File: src/rtl/bist_pkg.sv
package bist_pkg;

    localparam int PAT_W = 64;

    typedef enum logic [2:0] {
        ST_IDLE,
        ST_RUN,
        ST_CLEAR,
        ST_CMP,
        ST_DONE
    } bist_state_e;

    // Fibonacci feedback from taps 64, 63, 61, 60 (bits 63, 62, 60, 59)
    function automatic logic [PAT_W-1:0] pat_next(input logic [PAT_W-1:0] cur);
        logic fb;
        fb = cur[63] ^ cur[62] ^ cur[60] ^ cur[59];
        return {cur[PAT_W-2:0], fb};
    endfunction

endpackage

File: src/rtl/bist_pattern_gen.sv
module bist_pattern_gen
    import bist_pkg::*;
#(
    parameter logic [PAT_W-1:0] SEED = 64'h1
) (
    input  logic             clk,
    input  logic             rst,
    input  logic             load_i,
    input  logic             adv_i,
    output logic [PAT_W-1:0] pat_o
);
    logic [PAT_W-1:0] pat_q;

    always_ff @(posedge clk) begin
        if (rst)         pat_q <= SEED;
        else if (load_i) pat_q <= SEED;
        else if (adv_i)  pat_q <= pat_next(pat_q);
    end

    assign pat_o = pat_q;

    // a nonzero seed never lets the register collapse to zero
    p_pat_nonzero_r3: assert property (@(posedge clk) disable iff (rst)
        adv_i |-> pat_q != '0);
endmodule

File: src/rtl/bist_clear_walk.sv
module bist_clear_walk #(
    parameter int DEPTH  = 16,
    parameter int ADDR_W = (DEPTH > 1) ? $clog2(DEPTH) : 1
) (
    input  logic              clk,
    input  logic              rst,
    input  logic              go_i,
    output logic              active_o,
    output logic              last_o,
    output logic [ADDR_W-1:0] addr_o
);
    localparam logic [ADDR_W-1:0] LAST_ADDR = ADDR_W'(DEPTH - 1);

    logic              active_q;
    logic [ADDR_W-1:0] addr_q;

    always_ff @(posedge clk) begin
        if (rst) begin
            active_q <= 1'b0;
            addr_q   <= '0;
        end else if (go_i) begin
            active_q <= 1'b1;
            addr_q   <= '0;
        end else if (active_q) begin
            if (addr_q == LAST_ADDR) begin
                active_q <= 1'b0;
                addr_q   <= '0;
            end else begin
                addr_q <= addr_q + 1'b1;
            end
        end
    end

    assign active_o = active_q;
    assign last_o   = active_q && (addr_q == LAST_ADDR);
    assign addr_o   = addr_q;

    // consecutive clear cycles visit consecutive entries
    p_addr_step_r4: assert property (@(posedge clk) disable iff (rst)
        active_q && $past(active_q) |-> addr_q == $past(addr_q) + 1'b1);
endmodule

File: src/rtl/pwrup_bist_seq.sv
module pwrup_bist_seq
    import bist_pkg::*;
#(
    parameter int               RUN_CYCLES = 100000,
    parameter int               RF_DEPTH   = 64,
    parameter logic [PAT_W-1:0] SEED       = 64'h0000_0000_0000_0001,
    parameter logic [PAT_W-1:0] EXPECT_SIG = 64'h5A5A_0F0F_3C3C_9696,
    parameter bit               BIST_EN    = 1'b1,
    localparam int              ADDR_W     = (RF_DEPTH > 1) ? $clog2(RF_DEPTH) : 1
) (
    input  logic              clk,
    input  logic              rst,
    input  logic              start_i,
    input  logic [PAT_W-1:0]  resp_sig_i,
    output logic [PAT_W-1:0]  stim_o,
    output logic              stim_valid_o,
    output logic              rf_clr_o,
    output logic [ADDR_W-1:0] rf_addr_o,
    output logic              busy_o,
    output logic              done_o,
    output logic              pass_o
);
    localparam int RUN_W = (RUN_CYCLES > 1) ? $clog2(RUN_CYCLES) : 1;
    localparam logic [RUN_W-1:0] RUN_LAST = RUN_W'(RUN_CYCLES - 1);

    generate
        if (BIST_EN) begin : g_bist
            bist_state_e      state_q;
            logic [RUN_W-1:0] run_cnt_q;
            logic             pass_q;
            logic             launch;
            logic             run_last;
            logic             clr_last;
            logic             clr_active;
            logic [PAT_W-1:0] pat;

            assign launch   = start_i && (state_q == ST_IDLE || state_q == ST_DONE);
            assign run_last = (state_q == ST_RUN) && (run_cnt_q == RUN_LAST);

            bist_pattern_gen #(.SEED(SEED)) u_pat (
                .clk    (clk),
                .rst    (rst),
                .load_i (launch),
                .adv_i  (state_q == ST_RUN),
                .pat_o  (pat)
            );

            bist_clear_walk #(.DEPTH(RF_DEPTH), .ADDR_W(ADDR_W)) u_clr (
                .clk      (clk),
                .rst      (rst),
                .go_i     (run_last),
                .active_o (clr_active),
                .last_o   (clr_last),
                .addr_o   (rf_addr_o)
            );

            always_ff @(posedge clk) begin
                if (rst) begin
                    state_q   <= ST_IDLE;
                    run_cnt_q <= '0;
                    pass_q    <= 1'b0;
                end else begin
                    case (state_q)
                        ST_IDLE, ST_DONE: begin
                            if (launch) begin
                                state_q   <= ST_RUN;
                                run_cnt_q <= '0;
                                pass_q    <= 1'b0;
                            end
                        end
                        ST_RUN: begin
                            if (run_last) state_q <= ST_CLEAR;
                            else          run_cnt_q <= run_cnt_q + 1'b1;
                        end
                        ST_CLEAR: begin
                            if (clr_last) state_q <= ST_CMP;
                        end
                        ST_CMP: begin
                            pass_q  <= (resp_sig_i == EXPECT_SIG);
                            state_q <= ST_DONE;
                        end
                        default: state_q <= ST_IDLE;
                    endcase
                end
            end

            assign stim_valid_o = (state_q == ST_RUN);
            assign stim_o       = stim_valid_o ? pat : '0;
            assign rf_clr_o     = clr_active;
            assign busy_o       = (state_q == ST_RUN) || (state_q == ST_CLEAR) ||
                                  (state_q == ST_CMP);
            assign done_o       = (state_q == ST_DONE);
            assign pass_o       = done_o && pass_q;

            p_pass_needs_done_r6: assert property (@(posedge clk) disable iff (rst)
                pass_o |-> done_o);
            p_busy_done_excl_r2: assert property (@(posedge clk) disable iff (rst)
                !(busy_o && done_o));
            p_stim_quiet_r3: assert property (@(posedge clk) disable iff (rst)
                !stim_valid_o |-> stim_o == '0);
            p_run_to_clear_r4: assert property (@(posedge clk) disable iff (rst)
                $fell(stim_valid_o) |-> rf_clr_o && busy_o);
            p_clear_to_cmp_r5: assert property (@(posedge clk) disable iff (rst)
                $fell(rf_clr_o) |-> busy_o && !done_o && !stim_valid_o);
            p_start_ignored_r7: assert property (@(posedge clk) disable iff (rst)
                (state_q == ST_RUN) && !run_last && start_i |=> state_q == ST_RUN);
        end else begin : g_bypass
            logic done_q;

            always_ff @(posedge clk) begin
                if (rst)          done_q <= 1'b0;
                else if (start_i) done_q <= 1'b1;
            end

            assign stim_o       = '0;
            assign stim_valid_o = 1'b0;
            assign rf_clr_o     = 1'b0;
            assign rf_addr_o    = '0;
            assign busy_o       = 1'b0;
            assign done_o       = done_q;
            assign pass_o       = done_q;

            p_bypass_idle_r9: assert property (@(posedge clk) disable iff (rst)
                !busy_o && !rf_clr_o);
        end
    endgenerate
endmodule

File: config.mk
export PLATFORM = sky130hd
export DESIGN_NAME = pwrup_bist_seq
export DESIGN_NICKNAME = d
export VERILOG_FILES = /design/src/rtl/bist_pkg.sv /design/src/rtl/bist_pattern_gen.sv /design/src/rtl/bist_clear_walk.sv /design/src/rtl/pwrup_bist_seq.sv
export SDC_FILE = /design/constraint.sdc
export NUM_CORES = 1
export LEC_CHECK = 0
export ABC_AREA = 1
export BUFFER_PORTS_ARGS = -buffer_cell sky130_fd_sc_hd__buf_2
export CORE_UTILIZATION = 54
export CTS_CLUSTER_SIZE = 25
export DETAILED_ROUTE_END_ITERATION = 7
export MAX_ROUTING_LAYER = met4
export PLACE_DENSITY = 0.9
export SLEW_MARGIN = 30
export SYNTH_ARGS = -nofsm -noshare
export SYNTH_HDL_FRONTEND = slang
export SYNTH_SLANG_ARGS = --single-unit
File: constraint.sdc
create_clock -name clk -period 3.9 [get_ports clk]
set_input_delay 0.195 -clock clk [delete_from_list [all_inputs] [get_ports clk]]
set_output_delay 0.195 -clock clk [all_outputs]
set_load 0.02 [all_outputs]
* After elaboration in Yosys (flattened, before gate mapping)
Cells that the tools add are included.
** Storage, ports and cells
- Register bits :: 92
- Input port bits :: 67
- Output and inout bits :: 75
- Word-level logic and storage cells :: 52
** Operators by class
- Add/subtract/negate cells :: 2
- Equal/unequal tests :: 11
- Muxes and demuxes :: 14
- Bitwise logic cells :: 3
- Reductions and logical operators :: 16
** Operators with widths (count)
- 64-bit by 63-bit equality test with 1-bit output, second input constant :: 1
- 64-bit two-way mux :: 1
- 17-bit two-way mux :: 2
- 17-bit one-hot mux with 2 select lines :: 1
- 17-bit by 1-bit adder with 17-bit output, second input constant :: 1
- 17-bit equality test, second input constant :: 1
- 3-bit one-hot mux with 4 select lines :: 1
- 3-bit two-way mux :: 3
- 6-bit by 1-bit adder with 6-bit output, second input constant :: 1
- 3-bit by 2-bit equality test with 1-bit output, second input constant :: 2
- 6-bit equality test, second input constant :: 1
- 6-bit two-way mux :: 1
- 2-bit != test, second input constant :: 3
- 3-bit AND reduction :: 2
- 2-bit OR reduction :: 3
- 1-bit logical AND :: 4
- 1-bit two-way mux :: 4
- 2-bit nonzero test :: 2
- 3-bit by 1-bit equality test with 1-bit output, second input constant :: 1
- 3-bit equality test, second input constant :: 1
- 3-bit zero test :: 1
- 1-bit logical OR :: 3
- 1-bit bitwise XOR :: 3
- 2-bit by 1-bit != test with 1-bit output, second input constant :: 1
- other kinds (2) :: 2

* Logic depth before layout (Yosys ltp)
Gate-level depths: netlist of the first run.
- Depth in word-level cells :: 5
- Mapped depth :: 11
- Gate-level depth less buffers :: 10

* Modules after synthesis
A second synthesis of the first run with hierarchy kept.
** Unflattened totals
- Cell total of the unflattened synthesis :: 738
- Area, all modules :: 4740.8 um^2
** Modules (own cells, without submodules)
- bist_pattern_gen :: instances 1, cells an instance 291, area each 2342.2 um^2, sequential area each 1281.2 um^2
- pwrup_bist_seq :: instances 1, cells an instance 398, area each 2064.5 um^2, sequential area each 420.4 um^2
- bist_clear_walk :: instances 1, cells an instance 49, area each 334.1 um^2, sequential area each 140.1 um^2

* Worst setup path after synthesis of the first run
Ideal clock, no wire load.
- Path type :: reg2out
- Start :: register g_bist.state_q[2]
- End :: output stim_o[63]
- Arrival time :: 1.505 ns
- Required time :: 3.705 ns
- Path slack :: 2.200 ns
- Cell stages (with the launch flop) :: 7
- Path buffers :: 3
- Cells stage by stage :: dfxtp_1 > buf_2 > nor3_4 > inv_2 > buf_2 > clkbuf_1 > nor2_1
** Between the ends
- Word-level cells in the longest chain between the ends :: 2
** Ends and longest elaborated chain
- start, declared :: RTL line pwrup_bist_seq.sv:28 : bist_state_e state_q;
- start signal, assigned :: RTL line pwrup_bist_seq.sv:59 : state_q <= ST_IDLE;
- start signal, assigned :: RTL line pwrup_bist_seq.sv:66 : state_q <= ST_RUN;
- start signal, assigned :: RTL line pwrup_bist_seq.sv:72 : if (run_last) state_q <= ST_CLEAR;
- 3-bit by 1-bit equality test with 1-bit output :: RTL line pwrup_bist_seq.sv:87 : assign stim_valid_o = (state_q == ST_RUN);
- 64-bit two-way mux :: RTL line pwrup_bist_seq.sv:88 : assign stim_o = stim_valid_o ? pat : '0;
- end, declared :: RTL line pwrup_bist_seq.sv:15 : output logic [PAT_W-1:0] stim_o,
No other way between the ends.

* Worst setup path after layout of the first run
- Start :: register g_bist.state_q[1]
- End :: register g_bist.u_pat.pat_q[0] (netlist: g_bist.u_pat.pat_o[0])
** Between the ends
- Word-level cells in the longest chain between the ends :: 4
- Elaborated cells between the ends (all ways) :: 6
- Classes of those cells :: eq/ne (2); reduce/logical (4)
** Ends and longest elaborated chain
- 3-bit equality test / 3-bit zero test (equally long branches) :: RTL line pwrup_bist_seq.sv:37 : assign launch = start_i && (state_q == ST_IDLE || state_q == ST_DONE);
- 1-bit logical OR :: RTL line pwrup_bist_seq.sv:37
- 1-bit logical AND :: RTL line pwrup_bist_seq.sv:37
- 2-bit OR reduction (no source line)
- end signal, assigned :: RTL line bist_pattern_gen.sv:17 : else if (adv_i) pat_q <= pat_next(pat_q);
- end, declared :: RTL line bist_pattern_gen.sv:12 : logic [PAT_W-1:0] pat_q;
Parallel ways exist; a longest one is shown, timed or not.
A chain may end at the register's enable or synchronous reset.

==> results of run 1 <==
-- flip-flops by register name, summed over array words and instances (netlist names) --
| signal | count |
|---|---|
| g_bist.pass_q | 1 |
| g_bist.u_pat.pat_o | 64 |
| g_bist.u_clr.active_o | 1 |
| g_bist.run_cnt_q | 17 |
| g_bist.state_q | 3 |
| g_bist.u_clr.addr_o | 6 |
-- final cells by class --
type	count	share of cell area [%]
well taps	99	2.40
multi-input cells	400	35.1
clock buffers	10	2.66
repair buffers	143	14.0
inverters	108	7.92
clock inverters	6	2.30
flip-flops and latches	92	35.7
-- cell usage in the layout (no fill, tap or decap), types with 2 or more instances in the layout --
master / count
sky130_fd_sc_hd__nand2_1: 182
sky130_fd_sc_hd__buf_2: 141
sky130_fd_sc_hd__inv_1: 105
sky130_fd_sc_hd__dfxtp_1: 92
sky130_fd_sc_hd__a21oi_1: 87
sky130_fd_sc_hd__nor2_1: 45
sky130_fd_sc_hd__nand3_1: 30
sky130_fd_sc_hd__nand4_1: 12
sky130_fd_sc_hd__o21ai_0: 12
sky130_fd_sc_hd__clkbuf_8: 10
sky130_fd_sc_hd__nor3_1: 5
sky130_fd_sc_hd__or2_2: 4
sky130_fd_sc_hd__nor4b_1: 4
sky130_fd_sc_hd__xnor2_1: 3
sky130_fd_sc_hd__nor4_1: 3
sky130_fd_sc_hd__bufinv_16: 3
sky130_fd_sc_hd__xor2_1: 2
sky130_fd_sc_hd__nor3b_1: 2
sky130_fd_sc_hd__ha_1: 2
sky130_fd_sc_hd__buf_4: 2
-- final timing paths --
| path | end | from | slack, ns | cells past startpoint |
|---|---|---|---|---|
| worst max-delay path | g_bist.u_pat.pat_o[0]$_SDFFE_PP1P_ | g_bist.state_q[1]$_SDFFE_PP0P_ | 1.42 | 7 |
| worst min-delay path | g_bist.pass_q$_SDFFE_PP0P_ | resp_sig_i[0] | 0.17 | 6 |
| worst max register to register | g_bist.u_pat.pat_o[0]$_SDFFE_PP1P_ | g_bist.state_q[1]$_SDFFE_PP0P_ | 1.42 | 7 |
| worst min register to register | g_bist.u_pat.pat_o[40]$_SDFFE_PP0P_ | g_bist.u_pat.pat_o[40]$_SDFFE_PP0P_ | 0.46 | 2 |
-- power breakdown --
part           total [mW]  internal [mW]  switching (mW)
logic               0.536          0.123           0.412
clock network       0.794          0.451           0.343
registers           0.992          0.965          0.0271
total                2.32           1.54           0.783
-- worst reg2reg max path: stages (launching register included) --
cell and delay [ns]:
sky130_fd_sc_hd__dfxtp_1 0.42, sky130_fd_sc_hd__nor2_1 0.11, sky130_fd_sc_hd__inv_1 0.08, sky130_fd_sc_hd__nor2_1 0.06
sky130_fd_sc_hd__nor2_1 0.46, sky130_fd_sc_hd__clkinv_2 0.79, sky130_fd_sc_hd__a21oi_1 0.34, sky130_fd_sc_hd__o21ai_1 0.09
-- kinds of logic (layout without fill, tap and decap cells) --
group,Yosys count,count (layout),synth area share (%)
XOR/XNOR,5,5,1.05
AO/OA/AOI/OAI,101,101,12.2
flip-flops,92,92,44.3
buffers and inverters,132,267,12.1
AND/OR/NAND/NOR,292,292,29.8
adder cells (fa/ha/maj),2,2,0.601
-- routing by layer --
metal / vias to the layer above / GRT usage [%]
met4: 0 / 8.61
met1: 1986 / 29.0
li1: 2209 / -
met2: 166 / 46.0
met3: 20 / 5.92
met5: - / -
-- per-stage QoR --
step / power [mW] / util, % / hold slack [ns] / instances
4_1_cts: 2.32 / 70.1 / 0.164 / 858
2_1_floorplan: 1.42 / - / 0.354 / 624
6_report: 2.32 / 70.1 / 0.172 / 858
3_3_place_gp: 1.52 / 66.6 / 0.448 / 842
5_1_grt: 2.43 / 70.1 / 0.198 / 858
3_5_place_dp: 1.54 / 66.6 / 0.452 / 842
==> flow_metrics.env, run 1 <==
export IMPL_crit_path_dat_ns=2.70
export IMPL_post_synth_top_area_fraction_pct=44.3
export IMPL_clk_buf_depth=2
export IMPL_routed_wirelength_um=10100
export IMPL_cpMaxStageDelayCell="sky130_fd_sc_hd__clkinv_2"
export IMPL_drtPass1Iterations=5
export IMPL_pre_cts_slack_ns=1.80
export IMPL_synth_edf_count=0
export IMPL_synth_ff_type="sky130_fd_sc_hd__dfxtp_1"
export IMPL_grt_usage_pct=26.1
export IMPL_clkSlewWorstSetupHoldPaths_ns=0.09
export IMPL_route_detailed_wl_per_inst_um=11.8
export IMPL_async_reset_ff_share_pct=0
export IMPL_antenna_violating_nets_post_route=0
export IMPL_postCtsSetupBuffers=0
export IMPL_ys_seq_area_share_pct=44.3
export IMPL_ys_top_cells_by_area="sky130_fd_sc_hd__dfxtp_1 (44%), sky130_fd_sc_hd__nand2_1 (16%), sky130_fd_sc_hd__a21oi_1 (10%)"
export IMPL_placementRows=31
export IMPL_global_route_wire_length_before_repair_um=17100
export IMPL_finalCritPeriodShare_pct=63.5
export IMPL_post_cts_resized_instances=0
export IMPL_clock_root_buffer="sky130_fd_sc_hd__clkbuf_8"
export IMPL_diodes=0
export IMPL_synth_cell_type_count=29
export IMPL_antenna_found_initial=0
export IMPL_regArea_um2=1840
export IMPL_cts_hold_buffers=0
export IMPL_vias=4381
export IMPL_syn_num_nets=693
export IMPL_synthCells=624
export IMPL_clock_tree_from_tritoncts="built"
export IMPL_grt_setup_unrepaired="false"
export IMPL_maxSlewViolCount=0
export IMPL_critPathCaptureType="flip-flop"
export IMPL_critical_path_peak_fanout=64
export IMPL_final_wtd_congestion=0.910
export IMPL_maxCapViolCount=0
export IMPL_first_global_vias=4011
export IMPL_critical_path_buf_inv_count=2
export IMPL_core_area_um2=7370
export IMPL_timing_setup_critical_path_class="reg2reg"
export IMPL_p_leak_nw=2.76
export IMPL_syn_avg_cell_area_um2=6.67
export IMPL_route_met3_wl_um=580
export IMPL_synth_commonest_cells="sky130_fd_sc_hd__nand2_1 (182), sky130_fd_sc_hd__inv_1 (105), sky130_fd_sc_hd__dfxtp_1 (92), sky130_fd_sc_hd__a21oi_1 (87), sky130_fd_sc_hd__nor2_1 (45)"
export IMPL_hold_viol_final=0
export IMPL_worst_pin_slew_ns=0.801
export IMPL_relSlewSlack_pct=46.6
export IMPL_number_of_design_rule_violations_left_by_the_first_detailed_router_iteration=317
export IMPL_synth_top_area_cell="sky130_fd_sc_hd__dfxtp_1"
export IMPL_power_per_cell_area_nw_per_um2=450
export IMPL_insertion_delay_of_the_later_clocked_pin_in_the_worst_skew_pair_ns=0.35
export IMPL_timing_fmax_mhz=404
export IMPL_fillerInstances=600
export IMPL_layout_min_cycle_time_ns=2.48
export IMPL_holdCritPathClass="in2reg"
export IMPL_ctsHtreeMaxLevel=3
export IMPL_multiInputGateArea_um2=1810
export IMPL_syn_area_um2=4160
export IMPL_drc=0
export IMPL_largest_stage_delay_on_the_critical_path_ns=0.79
export IMPL_met2WireLength_um=5080
export IMPL_vias_per_cell=5.11
export IMPL_yosysWarnings=0
export IMPL_timing_critical_path_required_ns=4.13
export IMPL_layout_nets=823
export IMPL_postPlaceCellArea_um2=4910
export IMPL_routedLengthMet1_um=4300
export IMPL_grt_start_max_net_pins=69
export IMPL_startpoint_type="flip-flop"
export IMPL_fraction_of_layout_cells_with_a_size_suffix_above_1_pct=22.0
export IMPL_path_cells="nor2_1 > inv_1 > nor2_1 > nor2_1 > clkinv_2 > a21oi_1 > o21ai_1"
export IMPL_area_growth_syn_to_layout_pct=24.1
export IMPL_outcome="finished, final reports clean"
export IMPL_yosysMostFrequentCell="sky130_fd_sc_hd__nand2_1"
export IMPL_routed_top_layer="met4"
export IMPL_skew_ns=0.00712
export IMPL_hpwl_um=7190
export IMPL_worst_path_dominant_cell_family="buffers and inverters"
export IMPL_timing_setup_tns_ns=0
export IMPL_i_o_pins=142
export IMPL_vdd_drop_max_uv=300
export IMPL_final_setup_viol_count=0
export IMPL_initial_core_util_pct=56.5
export IMPL_number_of_storage_elements_in_the_synthesis_netlist=92
export IMPL_grt_remaining_overflow=0
export IMPL_path_common_cell="sky130_fd_sc_hd__nor2_1"
export IMPL_clock_sinks=92
export IMPL_finalWorstSetupSlack_ns=1.42
export IMPL_numPortBuffers=141
export IMPL_cts_inserted_buffers=9
export IMPL_design_area_um2=5170
export IMPL_floorplan_die_area_um2=8060
export IMPL_die_height_um=89.8
export IMPL_die_width_um=89.8
Power figures use the tool's default switching activity.
==> run 2, diff against run 1 <==
CORE_UTILIZATION = 50   (was 54)
PLACE_DENSITY = 0.85   (was 0.9)
clock period = 2.48 ns   (was 3.9 ns; I/O delays follow)
==> run 2 against run 1 <==
Effect of this change:
- non-clock buffer count grew 6
- critical path type is now reg2out
- flip-flop and latch count is the same
- critical path depth shrank 2
- sequential share of layout area grew 0.16 points
- clock-buffer cell count grew 2
==> flow_metrics.env, run 2 (synthesis gave the netlist of run 1 again) <==
export IMPL_outcome="finished, final reports clean"
export IMPL_core_area_um2=7890
export IMPL_largest_register_ff_count=64
export IMPL_p_int_mw=2.17
export IMPL_setup_reg_to_reg_worst_slack_ns=0.60
export IMPL_insertion_delay_of_the_later_clocked_pin_in_the_worst_skew_pair_ns=0.36
export IMPL_p_leak_nw=2.76
export IMPL_pwr_share_comb_pct=26.5
export IMPL_post_cts_resized_instances=0
export IMPL_floorplan_die_area_um2=8690
export IMPL_crit_path_dat_ns=1.82
export IMPL_cpMaxStageDelayCell="sky130_fd_sc_hd__dfxtp_1"
export IMPL_diodes=0
export IMPL_worst_path_dominant_cell_family="buffers and inverters"
export IMPL_startpoint_type="flip-flop"
export IMPL_power_net_switching_mw=1.22
export IMPL_layout_min_cycle_time_ns=1.95
export IMPL_cts_inserted_buffers=9
export IMPL_power_share_sequential_pct=46.1
export IMPL_first_global_vias=4215
export IMPL_clock_power_share_pct=27.4
export IMPL_routed_wirelength_um=10100
export IMPL_initial_core_util_pct=52.8
export IMPL_placementRows=32
export IMPL_die_height_um=93.2
export IMPL_timing_setup_tns_ns=0
export IMPL_clk_buf_depth=2
export IMPL_skew_ns=0.00941
export IMPL_die_width_um=93.2
export IMPL_route_detailed_wl_per_inst_um=11.6
export IMPL_clock_tree_from_tritoncts="built"
export IMPL_hold_viol_final=0
export IMPL_critical_path_buf_inv_count=3
export IMPL_final_wtd_congestion=0.910
export IMPL_worst_pin_slew_ns=0.633
export IMPL_fraction_of_layout_cells_with_a_size_suffix_above_1_pct=22.4
export IMPL_grt_remaining_overflow=0
export IMPL_ctsHtreeMaxLevel=3
export IMPL_number_of_design_rule_violations_left_by_the_first_detailed_router_iteration=216
export IMPL_grt_usage_pct=25.0
export IMPL_critical_path_peak_fanout=34
export IMPL_cts_hold_buffers=0
export IMPL_maxCapViolCount=0
export IMPL_numPortBuffers=141
export IMPL_drc=0
export IMPL_finalWorstSetupSlack_ns=0.531
export IMPL_timing_setup_critical_path_class="reg2out"
export IMPL_vias=4389
export IMPL_final_setup_viol_count=0
export IMPL_clkSlewWorstSetupHoldPaths_ns=0.08
export IMPL_switching_share_pct=36.0
export IMPL_pre_cts_slack_ns=0.637
export IMPL_layout_core_utilization_pct=65.2
export IMPL_layout_cells_most_common="sky130_fd_sc_hd__nand2_1"
export IMPL_finalCritPeriodShare_pct=78.6
export IMPL_power_per_cell_area_nw_per_um2=659
export IMPL_critPathCaptureType="output port"
export IMPL_holdCritPathClass="in2reg"
export IMPL_i_o_pins=142
export IMPL_antenna_found_initial=0
export IMPL_timing_critical_path_required_ns=2.36
export IMPL_drtPass1Iterations=4
export IMPL_largest_stage_delay_on_the_critical_path_ns=0.40
export IMPL_antenna_violating_nets_post_route=0
export IMPL_path_cells="nor3_4 > buf_4 > nand2_1 > inv_1 > buf_2"
export IMPL_postPlaceCellArea_um2=4970
export IMPL_postCtsSetupBuffers=0
export IMPL_timing_fmax_mhz=513
export IMPL_clock_root_buffer="sky130_fd_sc_hd__clkbuf_8"
export IMPL_maxSlewViolCount=0
export IMPL_relSlewSlack_pct=57.7
export IMPL_hpwl_um=7290
export IMPL_grt_start_max_net_pins=51
export IMPL_mostFrequentLayoutCells="sky130_fd_sc_hd__nand2_1 (182), sky130_fd_sc_hd__buf_2 (141), sky130_fd_sc_hd__inv_1 (105)"
export IMPL_layout_nets=829
export IMPL_area_growth_syn_to_layout_pct=23.6
export IMPL_design_area_um2=5140
export IMPL_vdd_drop_max_uv=361
export IMPL_vias_per_cell=5.07
export IMPL_clock_sinks=92
export IMPL_grt_setup_unrepaired="false"
export IMPL_global_route_wire_length_before_repair_um=17200
run 2: cell types whose count changed in the layout (fill, tap and decap cells not counted), sizes merged:
cell	previous run	this run
clkinvlp	0	1
buf	143	149
bufinv	3	0
clkinv	3	2
clkbuf	10	12
run 2: tightest hold or removal path, delay by kind of cell:
family | cells | cell delay, ns
buf+inv | 1 | 0.07
simple gates | 5 | 0.21
run 2: layout make-up:
type / instances / area (um2)
clock buffers: 12 / 155
clock inverters: 3 / 21.3
fillers: 719 / 2740
inverters: 108 / 405
multi-input cells: 400 / 1810
flip-flops and latches: 92 / 1840
well taps: 102 / 128
repair buffers: 149 / 778
run 2: path summary, 6_finish.rpt:
check / to / cells past startpoint / startpoint
worst max-delay path: stim_o[1] / 5 / g_bist.state_q[2]$_SDFFE_PP0P_
worst min-delay path: g_bist.pass_q$_SDFFE_PP0P_ / 6 / resp_sig_i[0]
worst max register to register: g_bist.run_cnt_q[15]$_SDFFE_PP0P_ / 7 / g_bist.state_q[2]$_SDFFE_PP0P_
worst min register to register: g_bist.u_pat.pat_o[41]$_SDFFE_PP0P_ / 2 / g_bist.u_pat.pat_o[41]$_SDFFE_PP0P_
run 2: metrics by stage:
| step | hold slack [ns] | std cells | total power [mW] |
|---|---|---|---|
| after floorplan | 0.283 | 624 | 2.23 |
| after global placement | 0.448 | 851 | 2.45 |
| after detailed placement | 0.452 | 851 | 2.49 |
| after CTS | 0.0829 | 866 | 3.40 |
| after global routing | 0.121 | 866 | 3.57 |
| final | 0.0942 | 866 | 3.39 |
run 2: layer usage:
layer | track usage [%] | vias up | wire [um]
met5 | - | - | 0
met4 | 12.8 | 0 | 300
met3 | 5.45 | 37 | 630
met2 | 43.2 | 162 | 4930
met1 | 26.8 | 1974 | 4230
li1 | - | 2216 | -
run 2: power groups by stage:
| stage | Combinational [mW] | Clock (mW) | Sequential (mW) |
|---|---|---|---|
| 2_1_floorplan | 0.645 | 0 | 1.58 |
| 3_3_place_gp | 0.864 | 0 | 1.59 |
| 3_5_place_dp | 0.892 | 0 | 1.60 |
| 4_1_cts | 0.890 | 0.950 | 1.56 |
| 5_1_grt | 0.988 | 1.02 | 1.57 |
| 6_report | 0.896 | 0.930 | 1.56 |
